`config.mk`:
```
export PLATFORM = sky130hd
export DESIGN_NAME = xcvr4_addr_match
export DESIGN_NICKNAME = d
export VERILOG_FILES = /design/src/rtl/xcvr4_pkg.sv /design/src/rtl/xcvr_mode_seq.sv /design/src/rtl/xcvr_data_path.sv /design/src/rtl/xcvr_addr_cmp.sv /design/src/rtl/xcvr4_addr_match.sv
export SDC_FILE = /design/constraint.sdc
export NUM_CORES = 1
export LEC_CHECK = 0
export CAP_MARGIN = 20
export CORE_AREA = 2 2 39 41
export DETAILED_ROUTE_END_ITERATION = 10
export DIE_AREA = 0 0 41 43
export DONT_BUFFER_PORTS = 1
export PLACE_DENSITY_LB_ADDON = 0.12
export SLEW_MARGIN = 40
export SYNTH_ARGS = -nofsm -noshare
export SYNTH_HDL_FRONTEND = slang
export SYNTH_SLANG_ARGS = --single-unit
```
`constraint.sdc`:
```
create_clock -name clk -period 2.3 [get_ports clk]
set_input_delay 0.46 -clock clk [delete_from_list [all_inputs] [get_ports clk]]
set_output_delay 0.46 -clock clk [all_outputs]
set_load 0.1 [all_outputs]
```
`src/rtl/xcvr4_pkg.sv`:
```
package xcvr4_pkg;

    typedef enum logic [1:0] {
        XM_OFF = 2'd0,
        XM_RX  = 2'd1,
        XM_TX  = 2'd2
    } xm_mode_e;

    typedef struct packed {
        logic care;
        logic val;
    } adr_jmp_t;

    function automatic xm_mode_e decode_mode(input logic rx, input logic tx);
        if (rx && !tx)      return XM_RX;
        else if (tx && !rx) return XM_TX;
        else                return XM_OFF;
    endfunction

    function automatic logic jmp_hit(input adr_jmp_t j, input logic bus_level);
        return !j.care || (j.val == !bus_level);
    endfunction

endpackage

```
`src/rtl/xcvr_mode_seq.sv`:
```
module xcvr_mode_seq
    import xcvr4_pkg::*;
#(
    parameter int GUARD_CYC = 3
) (
    input  logic     clk,
    input  logic     rst,
    input  logic     ctl_rx,
    input  logic     ctl_tx,
    output xm_mode_e act
);
    localparam int CW = $clog2(GUARD_CYC + 1) + 1;

    xm_mode_e      req;
    logic [CW-1:0] gcnt;

    assign req = decode_mode(ctl_rx, ctl_tx);

    always_ff @(posedge clk) begin
        if (rst) begin
            act  <= XM_OFF;
            gcnt <= '0;
        end else if (act != XM_OFF) begin
            if (req != act) begin
                act  <= XM_OFF;
                gcnt <= CW'(GUARD_CYC);
            end
        end else if (gcnt != '0) begin
            gcnt <= gcnt - 1'b1;
        end else if (req != XM_OFF) begin
            act <= req;
        end
    end
endmodule

```
`src/rtl/xcvr_data_path.sv`:
```
module xcvr_data_path
    import xcvr4_pkg::*;
#(
    parameter int W = 4
) (
    input  xm_mode_e     act,
    input  logic [W-1:0] bus_in,
    input  logic [W-1:0] per_in,
    input  logic [W-2:0] vec_jmp,
    output logic [W-1:0] per_out,
    output logic         per_oe,
    output logic [W-1:0] bus_pull
);
    logic rx_on, tx_on;

    assign rx_on   = (act == XM_RX);
    assign tx_on   = (act == XM_TX);
    assign per_oe  = rx_on;
    assign per_out = rx_on ? ~bus_in : '0;

    for (genvar i = 0; i < W; i++) begin : g_line
        if (i == 0) begin : g_plain
            assign bus_pull[i] = tx_on && per_in[i];
        end else begin : g_vec
            assign bus_pull[i] = (tx_on && per_in[i]) || vec_jmp[i-1];
        end
    end
endmodule

```
`src/rtl/xcvr_addr_cmp.sv`:
```
module xcvr_addr_cmp
    import xcvr4_pkg::*;
#(
    parameter int AW = 3
) (
    input  logic [AW:0]   bus_in,
    input  logic [AW-1:0] adr_val,
    input  logic [AW-1:0] adr_care,
    input  logic          match_en,
    output logic          match_pull
);
    logic [AW-1:0] hit;

    for (genvar k = 0; k < AW; k++) begin : g_bit
        adr_jmp_t j;
        assign j.care = adr_care[k];
        assign j.val  = adr_val[k];
        assign hit[k] = jmp_hit(j, bus_in[k+1]);
    end

    assign match_pull = !(match_en && (&hit));
endmodule

```
`src/rtl/xcvr4_addr_match.sv`:
```
module xcvr4_addr_match
    import xcvr4_pkg::*;
#(
    parameter int W         = 4,
    parameter int GUARD_CYC = 3
) (
    input  logic         clk,
    input  logic         rst,
    input  logic         ctl_rx,
    input  logic         ctl_tx,
    input  logic [W-1:0] bus_in,
    output logic [W-1:0] bus_pull,
    input  logic [W-1:0] per_in,
    output logic [W-1:0] per_out,
    output logic         per_oe,
    input  logic [W-2:0] vec_jmp,
    input  logic [W-2:0] adr_val,
    input  logic [W-2:0] adr_care,
    input  logic         match_en,
    output logic         match_pull
);
    localparam int AW = W - 1;

    xm_mode_e act_mode;

    xcvr_mode_seq #(.GUARD_CYC(GUARD_CYC)) u_mode (
        .clk    (clk),
        .rst    (rst),
        .ctl_rx (ctl_rx),
        .ctl_tx (ctl_tx),
        .act    (act_mode)
    );

    xcvr_data_path #(.W(W)) u_data (
        .act      (act_mode),
        .bus_in   (bus_in),
        .per_in   (per_in),
        .vec_jmp  (vec_jmp),
        .per_out  (per_out),
        .per_oe   (per_oe),
        .bus_pull (bus_pull)
    );

    xcvr_addr_cmp #(.AW(AW)) u_cmp (
        .bus_in     (bus_in),
        .adr_val    (adr_val),
        .adr_care   (adr_care),
        .match_en   (match_en),
        .match_pull (match_pull)
    );
endmodule

```
* Word level (Yosys, flattened, before mapping)
Cells that the tools add are included.
** Word-level totals
- Input port bits :: 22
- Bits in registers :: 5
** Cells by class
- Bitwise operators :: 1
- Eq/ne operators :: 8
- Reductions and logical operators :: 30
- Add/subtract/negate cells :: 1
- Mux-type cells :: 10
** Operators by type and width (count)
- two-way mux 2 bit :: 6
- logical NOT 1 bit :: 9
- two-way mux 3 bit :: 3
- nonzero test 2 bit :: 4
- logical AND 1 bit :: 7
- logical OR 1 bit :: 6
- AND reduction 3 bit :: 2
- two-way mux 4 bit :: 1
- inverter 4 bit :: 1
- equality test 1 bit :: 3
- nonzero test 3 bit :: 1
- subtractor 3 x 1 -> 3 bit (second input constant) :: 1
- equality test 2 x 1 -> 1 bit (second input constant) :: 1
- equality test 2 bit (second input constant) :: 1
- inequality test 2 x 1 -> 1 bit (second input constant) :: 1
- inequality test 2 bit :: 1
- inequality test 2 bit (second input constant) :: 1
- AND reduction 2 bit :: 1

* Depth between registers and ports, before layout
Gate-level depths: netlist of run 1.
- Depth in word-level cells :: 8
- Depth in mapped cells :: 6

* Modules after synthesis
A second synthesis of run 1 with hierarchy kept.
** Unflattened totals
- Cells, all modules :: 50
- Area, all modules :: 407.9 µm²
** By module, submodules not included
- xcvr_mode_seq :: cells each 33, instances 1, area an instance 302.8 µm²
- xcvr_data_path :: cells each 11, instances 1, area an instance 62.6 µm²
- xcvr_addr_cmp :: cells each 6, instances 1, area an instance 42.5 µm²

* Least setup slack after synthesis of run 1
No wires, ideal clock.
- Path type :: reg-to-output
- From :: register u_mode.act[0]
- To :: output per_out[0]
- Buffers on the path :: 1
- Cell stages (with the launch flop) :: 4
- Path slack :: -0.114 ns
- Arrival time :: 1.954 ns
- Cell sequence :: dfxtp_1 > buf_6 > or2b_1 > nor2_1
** On the way
- Word-level cells in the longest chain between the ends :: 2
** RTL lines
- start, declared :: RTL line xcvr_mode_seq.sv:10 : output xm_mode_e act
- start signal, assigned :: RTL line xcvr_mode_seq.sv:31 : act <= req;
- equality test 2 x 1 -> 1 bit :: RTL line xcvr_data_path.sv:16 : assign rx_on = (act == XM_RX);
- two-way mux 4 bit :: RTL line xcvr_data_path.sv:19 : assign per_out = rx_on ? ~bus_in : '0;
- end, declared :: RTL line xcvr4_addr_match.sv:14 : output logic [W-1:0] per_out,
No other way between the ends.

* Worst setup path in the final report of run 1
- From :: register u_mode.act[0]
- To :: output per_out[1]
Same word-level chain as after synthesis.

==> flow_summary.toml, run 1 <==
[status]
outcome = "finished clean"

[worst_setup_path]
r2r_end = "u_mode.gcnt[1]$_SDFFE_PP0P_"
cp-endpoint = "per_out[1]"
arrival_ps = 1440
cp_top_family = "flip-flops"
cp_slowest_cell = "dfxtp_1"
cp.required_ps = 1840
ff2ff_setup_slack_ps = 690
crit_path_start_kind = "flip-flop"
crit_path_start = "u_mode.act[0]$_SDFFE_PP0P_"
critical_path.cell_chain = "or2b_1 > nor2_2 > buf_4"
rr_startpoint = "u_mode.gcnt[0]$_SDFFE_PP0P_"
worst-r2r-cell-count = 6
critPathKind = "flip-flop to output port"
path_buf_inv = 1
cp-end-kind = "output port"
cpPeakStageDelay_ps = 460
cp_num_cells = 3
worstPathMaxFanout = 9

[route]
drtPass1Iterations = 3
wl_um = 794
num_vias = 396
drtIter0Drc = 6
vias_per_cell = 4.71
drc_errors = 0
ant_nets = 0
wire_per_inst_um = 9.45

[pwr]
leakagePower_nw = 0.290
max-vdd-ir-drop_mv = 0.380
powerDensity_mw_per_mm2 = 859

[clocking]
clkTransAtPathRegs_ps = 50
ctsHoldBuffers = 0
htree_levels = 1
clock_latency_ps = 240
cts_tree = "yes"
postCtsSetupBuffers = 0
numClockSinks = 5
clk_path_buf_depth = 2
cts_made_buffers = 3
post_cts_resized = 0
cts_root_buf = "clkbuf_4"

[sta]
relSlewSlack_pct = 75.2
setup_violations = 0
worstMarginPinSlew_ps = 367
fin_crit_ps = 1900
rsz0062_at_grt = "false"
hold_violations = 0
clock.fmax_mhz = 526
period_share_pct = 82.7
finClkSkew_ps = 5.69
maxSlewViolCount = 0
setup_ws_ps = 397

[final_layout]
drive_gt1_share_pct = 27.9
stdcell_area_um2 = 563
final_cell_mix = "buf_4 (10), inv_1 (8), nor2_1 (5), dfxtp_1 (5)"
final_nets = 95
final_common_cell = "buf_4"
syn_to_final_growth_pct = 25.0
antenna_cells = 0

[logic_synthesis]
synth-seq-cells = 5
netlist_area_um2 = 450
synth_cells = 56
synth_nets = 82
synth_top_area_share_pct = 22.2
yosys-top-cells-area = "dfxtp_1 (22%), ha_1 (11%), xnor2_1 (7.8%), nor2_1 (7.5%), inv_1 (6.7%)"
avgSynthCellArea_um2 = 8.04
synth_cell_types = 25
synth-warning-count = 0
ys_seq_area_share_pct = 22.2
synth_top_area_cell = "dfxtp_1"

[place]
placed_area_um2 = 537
gp_congestion = 0.694
dpl_worst_slack_ps = 633
portBuffers = 0
dpl.hpwl_um = 673

[floorplanning]
core_mm2 = 0.00138
io-pin-count = 32
die_w_um = 41
die_area_mm2 = 0.00176
row_count = 14
die_y_um = 43
initial_core_util_pct = 32.5

[global_route]
grt_max_degree = 10
antenna_found_initial = 0
grt_pass1_vias = 323
grt_pass1_wl_um = 1280
track_usage_pct = 10.9
grt.overflow.total = 0

[min_path]
hold-path-cell-count = 1
hold_path.class = "primary input to flip-flop"

[run]
max_cap_violations = 0
==> cells by family (layout without fill, tap and decap cells) <==
group                      after synthesis  in the layout  synth area share, %
adders and majority gates                4              4                 11.1
and+or+nand+nor                         21             21                 24.7
xor gates and xnor gates                 5              5                 9.72
buffers and inverters                   10             22                 10.8
DFF                                      5              5                 22.2
AOI/OAI and AO/OA                        9              9                 15.8
muxes                                    2              2                 5.55
==> registers in the layout (all words and copies together) (netlist names) <==
register,count
u_mode.gcnt,3
u_mode.act,2
==> how the worst min path moves through the flow <==
stage | startpoint | endpoint | slack, ps
after floorplan | u_mode.gcnt[2]$_SDFFE_PP0P_ | u_mode.gcnt[2]$_SDFFE_PP0P_ | 440
after global placement | u_mode.gcnt[2]$_SDFFE_PP0P_ | u_mode.gcnt[2]$_SDFFE_PP0P_ | 460
after detailed placement | u_mode.gcnt[2]$_SDFFE_PP0P_ | u_mode.gcnt[2]$_SDFFE_PP0P_ | 470
after CTS | rst | u_mode.gcnt[0]$_SDFFE_PP0P_ | 290
after global routing | rst | u_mode.gcnt[0]$_SDFFE_PP0P_ | 290
final | rst | u_mode.gcnt[0]$_SDFFE_PP0P_ | 300
==> where the power goes <==
part / switching, mW / total [mW] / internal [mW]
sequential: 0.0105 / 0.122 / 0.111
clock: 0.0335 / 0.0989 / 0.0654
combinational: 0.154 / 0.263 / 0.109
total: 0.198 / 0.484 / 0.286
==> stage by stage <==
stage	power, mW	hold slack, ps	setup TNS (ps)	utilization, %	cells
after floorplan	0.352	438	-455	-	56
after global placement	0.391	456	0	38.8	80
after detailed placement	0.390	466	0	38.8	80
after CTS	0.495	287	0	40.7	84
after global routing	0.538	288	0	40.7	84
final	0.484	297	0	40.7	84
==> cells in the mapped netlist <==
cell       number
nand2_1         4
mux2_4          1
o211a_1         1
nor3b_1         1
xor2_1          1
o211ai_2        1
and2b_1         1
buf_6           1
and2_1          1
mux2i_1         1
or2b_1          1
nand4bb_1       1
a21o_1          3
buf_4           1
a22oi_1         1
a21oi_1         2
inv_1           8
a221oi_1        1
ha_1            4
nand3_1         1
nor2_1          9
nor4b_1         1
dfxtp_1         5
xnor2_1         4
or3b_1          1
==> final cells by class <==
type	instances	area, um^2
tap	16	20.0
sequential	5	100
multi-input combinational	41	312
timing repair buffer	10	75.1
inverter	8	30.0
fill	153	821
clock buffer	4	26.3
==> routing by layer <==
metal  vias to the layer above  global-route usage [%]  routed length (um)
met2                        20                    14.1                 352
met4                         0                    10.0                   8
met3                         2                    3.66                 103
met5                         -                       0                   0
met1                       164                    13.5                 330
li1                        210                       -                   -
Power figures use the tool's default switching activity.
==> inputs of run 2 (changes only) <==
==> constraint.sdc (replaced) <==
create_clock -name clk -period 1.8 [get_ports clk]
set_input_delay 0.36 -clock clk [delete_from_list [all_inputs] [get_ports clk]]
set_output_delay 0.36 -clock clk [all_outputs]
set_load 0.1 [all_outputs]
==> flow_summary.toml, run 2 (synthesis gave the netlist of run 1 again) <==
[final_layout]
syn_to_final_growth_pct = 50.3
stdcell_area_um2 = 677
final_cell_mix = "buf_12 (9), inv_1 (8), nor2_1 (5)"
final_nets = 95
largest_reg_flops = 3
top_regs = "u_mode.gcnt x3, u_mode.act x2"
drive_gt1_share_pct = 29.4
antenna_cells = 0
fill_cells = 140
top_register = "u_mode.gcnt"
final_common_cell = "buf_12"

[worst_setup_path]
arrival_ps = 1310
cp_slowest_cell = "dfxtp_2"
worst-r2r-cell-count = 6
cp_num_cells = 3
critPathKind = "flip-flop to output port"
path_buf_inv = 1
worstPathMaxFanout = 9
crit_path_start_kind = "flip-flop"
cp.required_ps = 1440
critical_path.cell_chain = "or2b_1 > nor2_2 > buf_12"
cp-end-kind = "output port"
cpPeakStageDelay_ps = 390
cp_top_family = "simple AND/OR/NAND/NOR gates"

[clocking]
clkTransAtPathRegs_ps = 40
clock_latency_ps = 240
ctsHoldBuffers = 0
cts_made_buffers = 3
cts_root_buf = "clkbuf_4"
cts_tree = "yes"
numClockSinks = 5
postCtsSetupBuffers = 0
htree_levels = 1
clk_path_buf_depth = 2

[route]
vias_per_cell = 4.81
drtPass1Iterations = 3
wire_per_inst_um = 10.9
wl_um = 915
drc_errors = 0
num_vias = 404
drtIter0Drc = 1
ant_nets = 0

[global_route]
grt.overflow.total = 0
grt_max_degree = 10
track_usage_pct = 12.7
antenna_found_initial = 0
grt_pass1_wl_um = 1500
grt_pass1_vias = 389

[pwr]
powerDensity_mw_per_mm2 = 973
total_power_mw = 0.659
max-vdd-ir-drop_mv = 0.590
leakagePower_nw = 0.321

[floorplanning]
core_mm2 = 0.00138
die_w_um = 41
initial_core_util_pct = 32.5
die_area_mm2 = 0.00176
io-pin-count = 32
row_count = 14
die_y_um = 43

[min_path]
hold-path-cell-count = 1
hold_path.class = "primary input to flip-flop"

[sta]
worstMarginPinSlew_ps = 352
maxSlewViolCount = 0
fin_crit_ps = 1670
finClkSkew_ps = 7.40
period_share_pct = 92.6
whs_ps = 193
clock.fmax_mhz = 600
setup_violations = 0
relSlewSlack_pct = 76.2
rsz0062_at_grt = "false"
hold_violations = 0

[status]
outcome = "finished clean"

[place]
gp_congestion = 0.731
placed_area_um2 = 649
dpl.hpwl_um = 753
portBuffers = 0

[run]
max_cap_violations = 0
run 2: cell counts in the layout (fill, tap and decap cells not counted):
Identical to the previous run, type by type.
run 2: through the flow:
step | instances | util (%) | TNS (ps) | setup slack [ps]
floorplan | 56 | - | -349 | -87.3
global placement | 80 | 46.9 | 0 | 242
detailed placement | 80 | 46.9 | 0 | 209
CTS | 84 | 48.8 | 0 | 39.9
global route | 84 | 48.9 | 0 | 58.5
finish | 84 | 48.9 | 0 | 133
run 2: where the power goes:
group,internal [mW],switching (mW),total [mW]
Sequential,0.143,0.0135,0.156
Clock,0.0838,0.0468,0.131
Combinational,0.163,0.208,0.372
Total,0.390,0.269,0.659
run 2: layer usage:
metal	track usage (%)	share of wire, %	vias to the layer above
li1	-	-	207
met1	12.9	38	170
met2	20.9	48	23
met3	3.66	11	4
met4	8.00	2.7	0
met5	0	0	-
run 2: area by class of cell:
cell class	count	area [um^2]	share of cell area (%)
multi-input combinational	41	312	46.0
inverter	8	30.0	4.44
sequential	5	101	15.0
tap	16	20.0	2.96
timing repair buffer	10	188	27.7
clock buffer	4	26.3	3.88
run 2: repair_timing:
item / CTS / global route
gates resized for setup: 0 / 1
endpoints found under the setup margin: 0 / 4
endpoints found under the hold margin: 0 / 0
run 2: worst paths after layout:
kind | from | to | slack [ps]
setup / recovery | u_mode.act[0]$_SDFFE_PP0P_ | per_out[3] | 130
hold / removal | rst | u_mode.act[1]$_SDFFE_PP0P_ | 190
setup reg to reg | u_mode.gcnt[0]$_SDFFE_PP0P_ | u_mode.gcnt[1]$_SDFFE_PP0P_ | 190
hold reg to reg | u_mode.gcnt[2]$_SDFFE_PP0P_ | u_mode.gcnt[2]$_SDFFE_PP0P_ | 470
==> inputs of run 3 (changes only) <==
--- a/config.mk
+++ b/config.mk
@@ -10,6 +10,7 @@
 export DETAILED_ROUTE_END_ITERATION = 10
 export DIE_AREA = 0 0 41 43
 export DONT_BUFFER_PORTS = 1
+export GPL_ROUTABILITY_DRIVEN = 0
 export PLACE_DENSITY_LB_ADDON = 0.12
 export SLEW_MARGIN = 40
 export SYNTH_ARGS = -nofsm -noshare
==> results of run 3 <==
Same layout as run 2: the final DEF is identical, and so are final timing and power.
